File: config.mk
export PLATFORM = sky130hd
export DESIGN_NAME = irq_ctl
export DESIGN_NICKNAME = d
export VERILOG_FILES = /design/src/rtl/irq_ctl_pkg.sv /design/src/rtl/irq_clear_decode.sv /design/src/rtl/irq_flag_bank.sv /design/src/rtl/irq_enable_reg.sv /design/src/rtl/irq_summary.sv /design/src/rtl/irq_ctl.sv
export SDC_FILE = /design/constraint.sdc
export NUM_CORES = 1
export LEC_CHECK = 0
export CAP_MARGIN = 0
export CORE_UTILIZATION = 32
export CTS_CLUSTER_SIZE = 40
export DETAILED_ROUTE_END_ITERATION = 8
export PLACE_DENSITY = 0.72
export SLEW_MARGIN = 20
export SYNTH_ARGS = -nofsm -noshare
export SYNTH_HDL_FRONTEND = slang
export SYNTH_SLANG_ARGS = --single-unit
File: constraint.sdc
create_clock -name clk -period 1.2 [get_ports clk]
set_clock_uncertainty 0.15 [all_clocks]
set_input_delay 0.12 -clock clk [delete_from_list [all_inputs] [get_ports clk]]
set_output_delay 0.12 -clock clk [all_outputs]
set_load 0.01 [all_outputs]
File: src/rtl/irq_ctl_pkg.sv
package irq_ctl_pkg;
  localparam int FLAG_W  = 7;
  localparam int BUS_W   = FLAG_W + 1;
  localparam int MARK_B  = FLAG_W;
  localparam int B_SDONE = 2;
  localparam int B_SDATA = 3;
  localparam int B_SCLK  = 4;
  localparam int B_T2    = 5;
  localparam int B_T1    = 6;

  typedef logic [FLAG_W-1:0] flag_vec_t;

  // next flag state: clears applied first, then sets, so a set wins
  function automatic flag_vec_t flag_update(flag_vec_t cur, flag_vec_t set_v, flag_vec_t clr_v);
    return (cur & ~clr_v) | set_v;
  endfunction

  // set/clear write selected by the marker bit
  function automatic flag_vec_t enable_update(flag_vec_t cur, logic [BUS_W-1:0] d);
    return d[MARK_B] ? (cur | d[FLAG_W-1:0]) : (cur & ~d[FLAG_W-1:0]);
  endfunction

  function automatic logic any_shared(flag_vec_t f, flag_vec_t e, flag_vec_t m);
    return |(f & e & m);
  endfunction
endpackage

File: src/rtl/irq_clear_decode.sv
module irq_clear_decode
  import irq_ctl_pkg::*;
(
  input  logic             wr_flag,
  input  logic [BUS_W-1:0] wr_data,
  input  logic             rd_shift,
  input  logic             rd_t1_lo,
  input  logic             rd_t2_lo,
  output flag_vec_t        clr_vec
);
  flag_vec_t rd_clr;

  always_comb begin
    rd_clr = '0;
    rd_clr[B_SDONE] = rd_shift;
    rd_clr[B_SDATA] = rd_shift;
    rd_clr[B_SCLK]  = rd_shift;
    rd_clr[B_T1]    = rd_t1_lo;
    rd_clr[B_T2]    = rd_t2_lo;
    clr_vec = rd_clr | (wr_flag ? wr_data[FLAG_W-1:0] : '0);
  end
endmodule

File: src/rtl/irq_flag_bank.sv
module irq_flag_bank
  import irq_ctl_pkg::*;
(
  input  logic      clk,
  input  logic      rst_n,
  input  flag_vec_t set_vec,
  input  flag_vec_t clr_vec,
  output flag_vec_t flag_q
);
  flag_vec_t flag_nxt;
  assign flag_nxt = flag_update(flag_q, set_vec, clr_vec);

  for (genvar i = 0; i < FLAG_W; i++) begin : g_bit
    always_ff @(posedge clk or negedge rst_n) begin
      if (!rst_n) flag_q[i] <= 1'b0;
      else        flag_q[i] <= flag_nxt[i];
    end

    // a set pulse always leaves the flag set
    a_r4_set_wins: assert property (@(posedge clk) disable iff (!rst_n)
      set_vec[i] |=> flag_q[i]);
    // a clear without a set leaves the flag clear
    a_r3_clear_only: assert property (@(posedge clk) disable iff (!rst_n)
      (clr_vec[i] && !set_vec[i]) |=> !flag_q[i]);
    // a flag without set or clear holds its value
    a_r2_hold: assert property (@(posedge clk) disable iff (!rst_n)
      (!clr_vec[i] && !set_vec[i]) |=> $stable(flag_q[i]));
  end
endmodule

File: src/rtl/irq_enable_reg.sv
module irq_enable_reg
  import irq_ctl_pkg::*;
(
  input  logic             clk,
  input  logic             rst_n,
  input  logic             wr_enable,
  input  logic [BUS_W-1:0] wr_data,
  output flag_vec_t        en_q
);
  always_ff @(posedge clk or negedge rst_n) begin
    if (!rst_n)         en_q <= '0;
    else if (wr_enable) en_q <= enable_update(en_q, wr_data);
  end

  a_r6_set_mode: assert property (@(posedge clk) disable iff (!rst_n)
    (wr_enable && wr_data[MARK_B]) |=>
      ((en_q & $past(wr_data[FLAG_W-1:0])) == $past(wr_data[FLAG_W-1:0])));
  a_r7_clear_mode: assert property (@(posedge clk) disable iff (!rst_n)
    (wr_enable && !wr_data[MARK_B]) |=> ((en_q & $past(wr_data[FLAG_W-1:0])) == '0));
  a_r7_no_write_hold: assert property (@(posedge clk) disable iff (!rst_n)
    !wr_enable |=> $stable(en_q));
endmodule

File: src/rtl/irq_summary.sv
module irq_summary
  import irq_ctl_pkg::*;
#(
  parameter flag_vec_t REQ_MASK = 7'h64
) (
  input  logic             clk,
  input  logic             rst_n,
  input  flag_vec_t        flag_q,
  input  flag_vec_t        en_q,
  output logic [BUS_W-1:0] flag_rd,
  output logic [BUS_W-1:0] enable_rd,
  output logic             irq
);
  logic pend_any;
  logic pend_req;

  assign pend_any  = any_shared(flag_q, en_q, '1);
  assign pend_req  = any_shared(flag_q, en_q, REQ_MASK);
  assign flag_rd   = {pend_any, flag_q};
  assign enable_rd = {1'b1, en_q};

  always_ff @(posedge clk or negedge rst_n) begin
    if (!rst_n) irq <= 1'b0;
    else        irq <= pend_req;
  end
endmodule

File: src/rtl/irq_ctl.sv
module irq_ctl
  import irq_ctl_pkg::*;
#(
  parameter logic [6:0] REQ_MASK = 7'h64
) (
  input  logic       clk,
  input  logic       rst_n,
  input  logic       wr_flag,
  input  logic       wr_enable,
  input  logic [7:0] wr_data,
  input  logic       rd_shift,
  input  logic       rd_t1_lo,
  input  logic       rd_t2_lo,
  input  logic       t1_fire,
  input  logic       t2_fire,
  input  logic       sr_done,
  input  logic       sr_data_evt,
  input  logic       sr_clk_evt,
  output logic [7:0] flag_rd,
  output logic [7:0] enable_rd,
  output logic       irq
);
  flag_vec_t set_vec;
  flag_vec_t clr_vec;
  flag_vec_t flag_q;
  flag_vec_t en_q;

  always_comb begin
    set_vec = '0;
    set_vec[B_T1]    = t1_fire;
    set_vec[B_T2]    = t2_fire;
    set_vec[B_SCLK]  = sr_clk_evt;
    set_vec[B_SDATA] = sr_data_evt;
    set_vec[B_SDONE] = sr_done;
  end

  irq_clear_decode u_clr (
    .wr_flag(wr_flag), .wr_data(wr_data), .rd_shift(rd_shift),
    .rd_t1_lo(rd_t1_lo), .rd_t2_lo(rd_t2_lo), .clr_vec(clr_vec)
  );

  irq_flag_bank u_flags (
    .clk(clk), .rst_n(rst_n), .set_vec(set_vec), .clr_vec(clr_vec), .flag_q(flag_q)
  );

  irq_enable_reg u_en (
    .clk(clk), .rst_n(rst_n), .wr_enable(wr_enable), .wr_data(wr_data), .en_q(en_q)
  );

  irq_summary #(.REQ_MASK(REQ_MASK)) u_sum (
    .clk(clk), .rst_n(rst_n), .flag_q(flag_q), .en_q(en_q),
    .flag_rd(flag_rd), .enable_rd(enable_rd), .irq(irq)
  );

  // request follows the visible masked state by one cycle
  a_r10_irq_rise: assert property (@(posedge clk) disable iff (!rst_n)
    (|(flag_rd[6:0] & enable_rd[6:0] & REQ_MASK)) |=> irq);
  a_r10_irq_fall: assert property (@(posedge clk) disable iff (!rst_n)
    !(|(flag_rd[6:0] & enable_rd[6:0] & REQ_MASK)) |=> !irq);
  // enable marker bit
  a_r8_marker: assert property (@(posedge clk) disable iff (!rst_n) enable_rd[7]);
  // summary tracks enabled flags
  a_r9_summary: assert property (@(posedge clk) disable iff (!rst_n)
    flag_rd[7] == (|(flag_rd[6:0] & enable_rd[6:0])));
  // flag bits without a source stay clear
  a_r2_unused_low: assert property (@(posedge clk) disable iff (!rst_n)
    flag_rd[1:0] == 2'b00);
endmodule

======== Word-level counts from Yosys, hierarchy flattened ========
Index checks and enable logic that the tools add are counted.
storage, ports and cells
  bits in registers ....................... 15
  word-level logic and storage cells ...... 21
operators by class
  mux-type cells .......................... 2
  bitwise gates (word level) .............. 8
  reduce and logical (&&, ||, !) cells .... 2
operator list
  kind                count
  7-bit bitwise AND   3
  7-bit bitwise OR    3
  7-bit two-way mux   2
  7-bit inverter      2
  7-bit OR reduction  1
  3-bit OR reduction  1

======== Logic depth before layout (Yosys ltp) ========
Gate-level depths: netlist of the first run.
  depth in word-level cells ............... 5
  depth in mapped cells ................... 3
  depth with buffers taken out ............ 2

======== Cells and area by module ========
From an unflattened synthesis of the first run, not the netlist that was laid out.
unflattened totals
  cell total of the unflattened synthesis .. 73
  area total of the unflattened synthesis .. 777.0 µm²
modules (own cells, without submodules)
  module            instances  cells each  area each (µm²)  sequential area each (µm²)
  irq_enable_reg    1          21          280.3            175.2
  irq_flag_bank     1          21          254.0            175.2
  irq_summary       1          23          182.7            25.0
  irq_clear_decode  1          7           56.3             0.0
  irq_ctl           1          1           3.8              0.0

======== Worst setup path after synthesis of the first run ========
OpenSTA, ideal clock, no wires.
  path type ............................... register -> output
  start point ............................. register (tool-made name)
  end point ............................... output port flag_rd[7]
  arrival time ............................ 1,034 ps
  data required time ...................... 930 ps
  slack ................................... -104 ps
  cell stages (with the launch flop) ...... 4
  path buffers ............................ 1
  cell sequence ........................... dfrtp_1 -> a222oi_1 -> nand3_1 -> buf_4
RTL lines
  what           line           text
  end, declared  irq_ctl.sv:19  output logic [7:0] flag_rd,

======== Worst setup path after layout of the first run ========
  start point ............................. register u_flags.flag_q[2]
  end point ............................... output port flag_rd[7]
between the ends
  cells in the longest elaborated chain, start to end .. 2
ends and longest elaborated chain
  what                             line                 text
  start, declared                  irq_flag_bank.sv:8   output flag_vec_t flag_q
  start signal, assigned by index  irq_flag_bank.sv:16  else flag_q[i] <= flag_nxt[i];
  7-bit bitwise AND                irq_ctl_pkg.sv:24    return |(f & e & m);
  7-bit OR reduction               irq_ctl_pkg.sv:24
No other way between the ends.

==> impl_metrics.ini, run 1 <==
[sta]
grt_setup_unrepaired = true
worst_slack_ns = -0.399
finalCriticalPeriod_ns = 1.60
finalCritPeriodShare_pct = 133
max_freq_ghz = 0.626
hold_viol = 0
setup-tns-final_ns = -0.399
slew_viol_final = 0
setup_violations = 1

[setup_path]
cp.required_ns = 0.93
start_kind = flip-flop
cp_top_family = compound AO/OA/AOI/OAI gates
end_kind = output pin
rr_endpoint = u_sum.irq
cp_data_arrival_time_ns = 1.33
reg2reg_slack_ns = 0.09
worstSetupPathDepth = 3
critPathMaxFanout = 2
cpMaxStageDelayCell = a222oi_1
worstPathBufferInverterCount = 1
crit_chain = a222oi_1, nand3_1, buf_2
slowest_delay_ns = 0.39
r2r_cells = 2
path_class = reg2out
r2r-start = u_flags.flag_q[2]

[clock_network]
clk_path_buf_depth = 2
ctsHoldBuffers = 0
ctsRootBufferMaster = clkbuf_4
clkTransAtPathRegs_ns = 0.08
clock_sinks = 15
worstSkewPairLatency_ns = 0.28
htree_num_levels = 1
cts_tree = built
numCtsBuffers = 3

[hold_path]
hold_path_class = in2async

[floorplanning]
initial_core_util_pct = 34.9
die_x_microns = 46.1
die_y_microns = 46.1
die_area_sq_um = 2120
ioPinCount = 37
num_rows = 15
fp.coreArea_sq_um = 1780

[logic_synthesis]
mappedNetlistArea_sq_um = 622
synth.top_cell.area_share_pct = 60.4
synth-seq-area-share_pct = 60.4
synth-warning-count = 0
ys_ff_latch = 15
postSynthCellCount = 52
synthDistinctLibCells = 11
synth_largest_area_cell = dfrtp_1
yosys-top-cells-area = dfrtp_1 60%, mux2_1 13%, nand2_1 7.2%
syn-num-nets = 72
syn_avg_cell_area_sq_um = 12.0

[pwr]
power_density_nw_per_um2 = 1090
irDropWorstVdd_v = 0.000703
leakage_nw = 0.565
power_mw = 1.32

[global_routing]
grt_overflow = 0
grt_pass1_wl_mm = 2.53
antenna_found_initial = 0
grt_pass1_vias = 569
grt_max_degree = 16
grt_usage_pct = 18.3

[routing]
wl_per_cell_microns = 14.2
drc_errors = 0
ant_nets = 0
vias = 596
first_pass_iters = 4
drt_iter0_drc = 9
routed_wl_mm = 1.87
vias_per_cell = 4.52

[layout]
antenna_cells = 0
syn_to_final_growth_pct = 94.8
nets = 128
drive_gt1_share_pct = 38.3

[run_status]
status = finished, violations left
violations = negative setup slack

[placed_design]
globalplace.congestion = 0.783
io_buffers = 35
hpwl_mm = 1.37

[run]
drv_cap = 0
## cell type report
cell class | instances | area (sq um)
well taps | 25 | 31.3
inverters | 4 | 15.0
fillers | 133 | 572
clock buffers | 4 | 26.3
flip-flops and latches | 15 | 375
repair buffers | 53 | 547
multi-input cells | 31 | 216
## cell usage in the layout (no fill, tap or decap), drive strengths merged, types with 2 or more instances in the layout
cell	synthesis	layout
a21boi	2	2
a22oi	2	2
a31o	5	5
buf	2	33
clkbuf	0	4
clkdlybuf4s50	0	19
dfrtp	15	15
inv	4	4
mux2	7	7
nand2	12	12
## through the flow
step                      setup WS, ns  util, %  instances  hold slack, ns  instance area, sq um
after floorplan                 -0.104        -         52          -0.326                   622
after global placement          -0.436     62.6        127           0.302                  1120
after detailed placement        -0.427     62.6        127           0.313                  1120
after CTS                       -0.397     63.6        131          0.0129                  1130
after global routing            -0.486     67.9        132          0.0275                  1210
final                           -0.399     67.9        132         0.00504                  1210
## worst max path at each step
stage                       from         end  slack (ns)
3_3_place_gp           flip-flop  flag_rd[7]       -0.44
5_1_grt        u_flags.flag_q[2]  flag_rd[7]       -0.49
3_5_place_dp           flip-flop  flag_rd[7]       -0.43
4_1_cts        u_flags.flag_q[2]  flag_rd[7]       -0.40
6_report       u_flags.flag_q[2]  flag_rd[7]       -0.40
2_1_floorplan          flip-flop  flag_rd[7]       -0.10
## Yosys cell counts
cell       n
dfrtp_1   15
nand2_1   12
a31o_2     5
a222oi_1   1
mux2_1     7
inv_1      4
a21boi_0   2
buf_4      2
nand3_1    1
conb_1     1
a22oi_1    2
## cell families after synthesis
kind of cell	count (synthesis)	share of synthesized area, %
AOI/OAI and AO/OA	10	13.5
buffers and inverters	6	4.83
DFF	15	60.4
muxes	7	12.7
other	1	0.603
and+or+nand+nor	13	8.05
## repair_timing
action / CTS / global route
pin swaps: 2 / 0
endpoints found under the setup margin: 16 / 16
setup buffers: 0 / 6
resized for setup: 72 / 17
## routing by layer
| metal | GRT usage, % | routed length (microns) | up-vias |
|---|---|---|---|
| met1 | 23.5 | 802 | 275 |
| met5 | 0 | 0 | - |
| met4 | 10.6 | 82 | 0 |
| li1 | - | - | 286 |
| met3 | 3.53 | 94 | 7 |
| met2 | 28.5 | 894 | 28 |
## power breakdown
| part | switching [mW] | internal [mW] |
|---|---|---|
| Sequential | 0.0340 | 0.558 |
| Combinational | 0.155 | 0.284 |
| Clock | 0.155 | 0.129 |
| Total | 0.343 | 0.972 |
Note: power is estimated with default switching activity, not from simulation.
==> inputs of run 2 (changes only) <==
--- a/config.mk
+++ b/config.mk
@@ -5,11 +5,14 @@
 export SDC_FILE = /design/constraint.sdc
 export NUM_CORES = 1
 export LEC_CHECK = 0
+export ABC_AREA = 1
 export CAP_MARGIN = 0
-export CORE_UTILIZATION = 32
+export CELL_PAD_IN_SITES_DETAIL_PLACEMENT = 1
+export CELL_PAD_IN_SITES_GLOBAL_PLACEMENT = 2
+export CORE_UTILIZATION = 17
 export CTS_CLUSTER_SIZE = 40
 export DETAILED_ROUTE_END_ITERATION = 8
-export PLACE_DENSITY = 0.72
+export PLACE_DENSITY = 0.71
 export SLEW_MARGIN = 20
 export SYNTH_ARGS = -nofsm -noshare
 export SYNTH_HDL_FRONTEND = slang
==> impl_metrics.ini, run 2 <==
[placed_design]
io_buffers = 35
globalplace.congestion = 0.756
dp.cells = 177
hpwl_mm = 1.66

[global_routing]
grt_use_met1_pct = 12.5
grt_usage_pct = 11.8
grt_pass1_wl_mm = 3.57
grt_overflow = 0
antenna_found_initial = 0
use_met3_pct = 3.04
grt_pass1_vias = 783
grt_max_degree = 16
met2_usage_pct = 21.5
busiest_layer = met2

[run]
drv_cap = 0

[routing]
wl_per_cell_microns = 11.7
vias_per_cell = 3.79
vias = 702
drt_iter0_drc = 19
first_pass_iters = 6
drc_errors = 4
routed_wl_mm = 2.16
ant_nets = 0

[logic_synthesis]
syn_avg_cell_area_sq_um = 8.31
ys_dominant_reg_cell = dfrtp_1
synthArstFlopShare_pct = 100
synth-edff-count = 0
syn-num-nets = 98
synth-warning-count = 0
yosys-top-cells-area = dfrtp_1 58%, nand2_1 20%, o21ai_1 5.4%
mappedNetlistArea_sq_um = 648
synth.top_cell.area_share_pct = 57.9
yosysMostFrequentCell = nand2_1
synth-seq-area-share_pct = 57.9
postSynthCellCount = 78
synth.cells.most_frequent = 35 x nand2_1, 15 x dfrtp_1, 8 x inv_1
synth_largest_area_cell = dfrtp_1
ys_ff_latch = 15
synthDistinctLibCells = 10

[sta]
finalCritPeriodShare_pct = 112
slew_viol_final = 0
worst_slack_ns = -0.146
setup-tns-final_ns = -0.209
max_freq_ghz = 0.743
finalCriticalPeriod_ns = 1.35
hold_viol = 0
setup_violations = 2
grt_setup_unrepaired = true

[setup_path]
rr_endpoint = u_flags.flag_q[6]
end_kind = output pin
r2r_cells = 4
cp.required_ns = 0.93
critPathMaxFanout = 2
r2r-start = u_flags.flag_q[6]
path_class = reg2out
reg2reg_slack_ns = 0.19
cp_data_arrival_time_ns = 1.08
start_kind = flip-flop

[layout]
layout_common_cells = 32 x nand2_1, 19 x clkdlybuf4s50_1, 19 x buf_4
nets = 158
drive_gt1_share_pct = 31.4
syn_to_final_growth_pct = 90.3
fillCellCount = 445
antenna_cells = 0
final_common_cell = nand2_1
fin_cells = 185

[pwr]
power_density_nw_per_um2 = 1130
leakage_nw = 0.636
irDropWorstVdd_v = 0.000608

[hold_path]
hold_path_class = in2async

[floorplanning]
die_x_microns = 63.7
fp.coreArea_sq_um = 3660
die_y_microns = 63.7
num_rows = 22
ioPinCount = 37
die_area_sq_um = 4060
initial_core_util_pct = 17.7

[clock_network]
numCtsBuffers = 3
clkTransAtPathRegs_ns = 0.06
ctsRootBufferMaster = clkbuf_8
ctsHoldBuffers = 0
htree_num_levels = 1
cts_tree = built
worstSkewPairLatency_ns = 0.25
clock_sinks = 15
clk_path_buf_depth = 2

[run_status]
status = finished, violations left
violations = design-rule violations, negative setup slack
run 2: cell count changes after synthesis, moves of 3 or more:
cell     previous run  this run
a31o_2              5         0
inv_1               4         8
mux2_1              7         0
nand2_1            12        35
nand3_1             1         4
o21ai_1             0         7
run 2: cell families (layout without fill, tap and decap cells):
family	Yosys count	count (layout)	share of synthesized area [%]
other	1	1	0.579
AOI/OAI and AO/OA	9	9	7.72
DFF	15	15	57.9
buffers and inverters	10	69	6.95
and+or+nand+nor	43	43	26.8
run 2: routing by layer:
metal,part of all wire [%],up-vias
li1,-,356
met1,39,323
met2,56,20
met3,4.0,3
met4,0.97,0
met5,0,-
run 2: final cells by class:
class / instances / area, sq um / area share, %
Multi-Input combinational cell: 53 / 235 / 19.1
Sequential cell: 15 / 375 / 30.4
Timing Repair Buffer: 57 / 488 / 39.6
Clock buffer: 4 / 45.0 / 3.65
Tap cell: 48 / 60.1 / 4.87
Inverter: 8 / 30.0 / 2.43
run 2: worst max-delay path by stage:
stage	start	cells past startpoint	endpoint	slack (ns)
after detailed placement	flip-flop	5	flag_rd[7]	-0.25
after global routing	flip-flop	5	flag_rd[7]	-0.21
after floorplan	flip-flop	5	flag_rd[7]	0.14
after CTS	u_flags.flag_q[6]	5	flag_rd[7]	-0.16
after global placement	flip-flop	5	flag_rd[7]	-0.20
final	flip-flop	5	flag_rd[7]	-0.15
run 2: where the power goes:
part           total [mW]  internal [mW]  switching [mW]  leakage (nW)
registers           0.582          0.554          0.0278         0.181
clock network       0.410          0.235           0.175        0.0228
logic               0.403          0.234           0.169         0.432
total                1.39           1.02           0.371         0.636
run 2: metrics by stage:
step                cell area (sq um)  power (mW)  setup slack [ns]  utilization [%]  hold slack (ns)
finish                           1230        1.39            -0.146             33.7           0.0403
global route                     1230        1.48            -0.206             33.7           0.0724
CTS                              1160        1.36            -0.158             31.8           0.0539
detailed placement               1180       0.994            -0.246             32.2            0.321
global placement                 1180       0.983            -0.202             32.2            0.312
floorplan                         648       0.708             0.137                -           -0.326
run 2: timing repair:
item,in CTS,in global routing
endpoints found under the setup margin,16,5
pin swaps,1,1
buffers inserted,2,4
gates resized for setup,62,11
hold endpoints to repair,0,0
run 2: critical path: stages, from the launching register on:
cell,delay [ns]
dfrtp_1,0.38
nand2_1,0.09
inv_1,0.05
nor2_1,0.11
nand2_1,0.08
buf_6,0.12
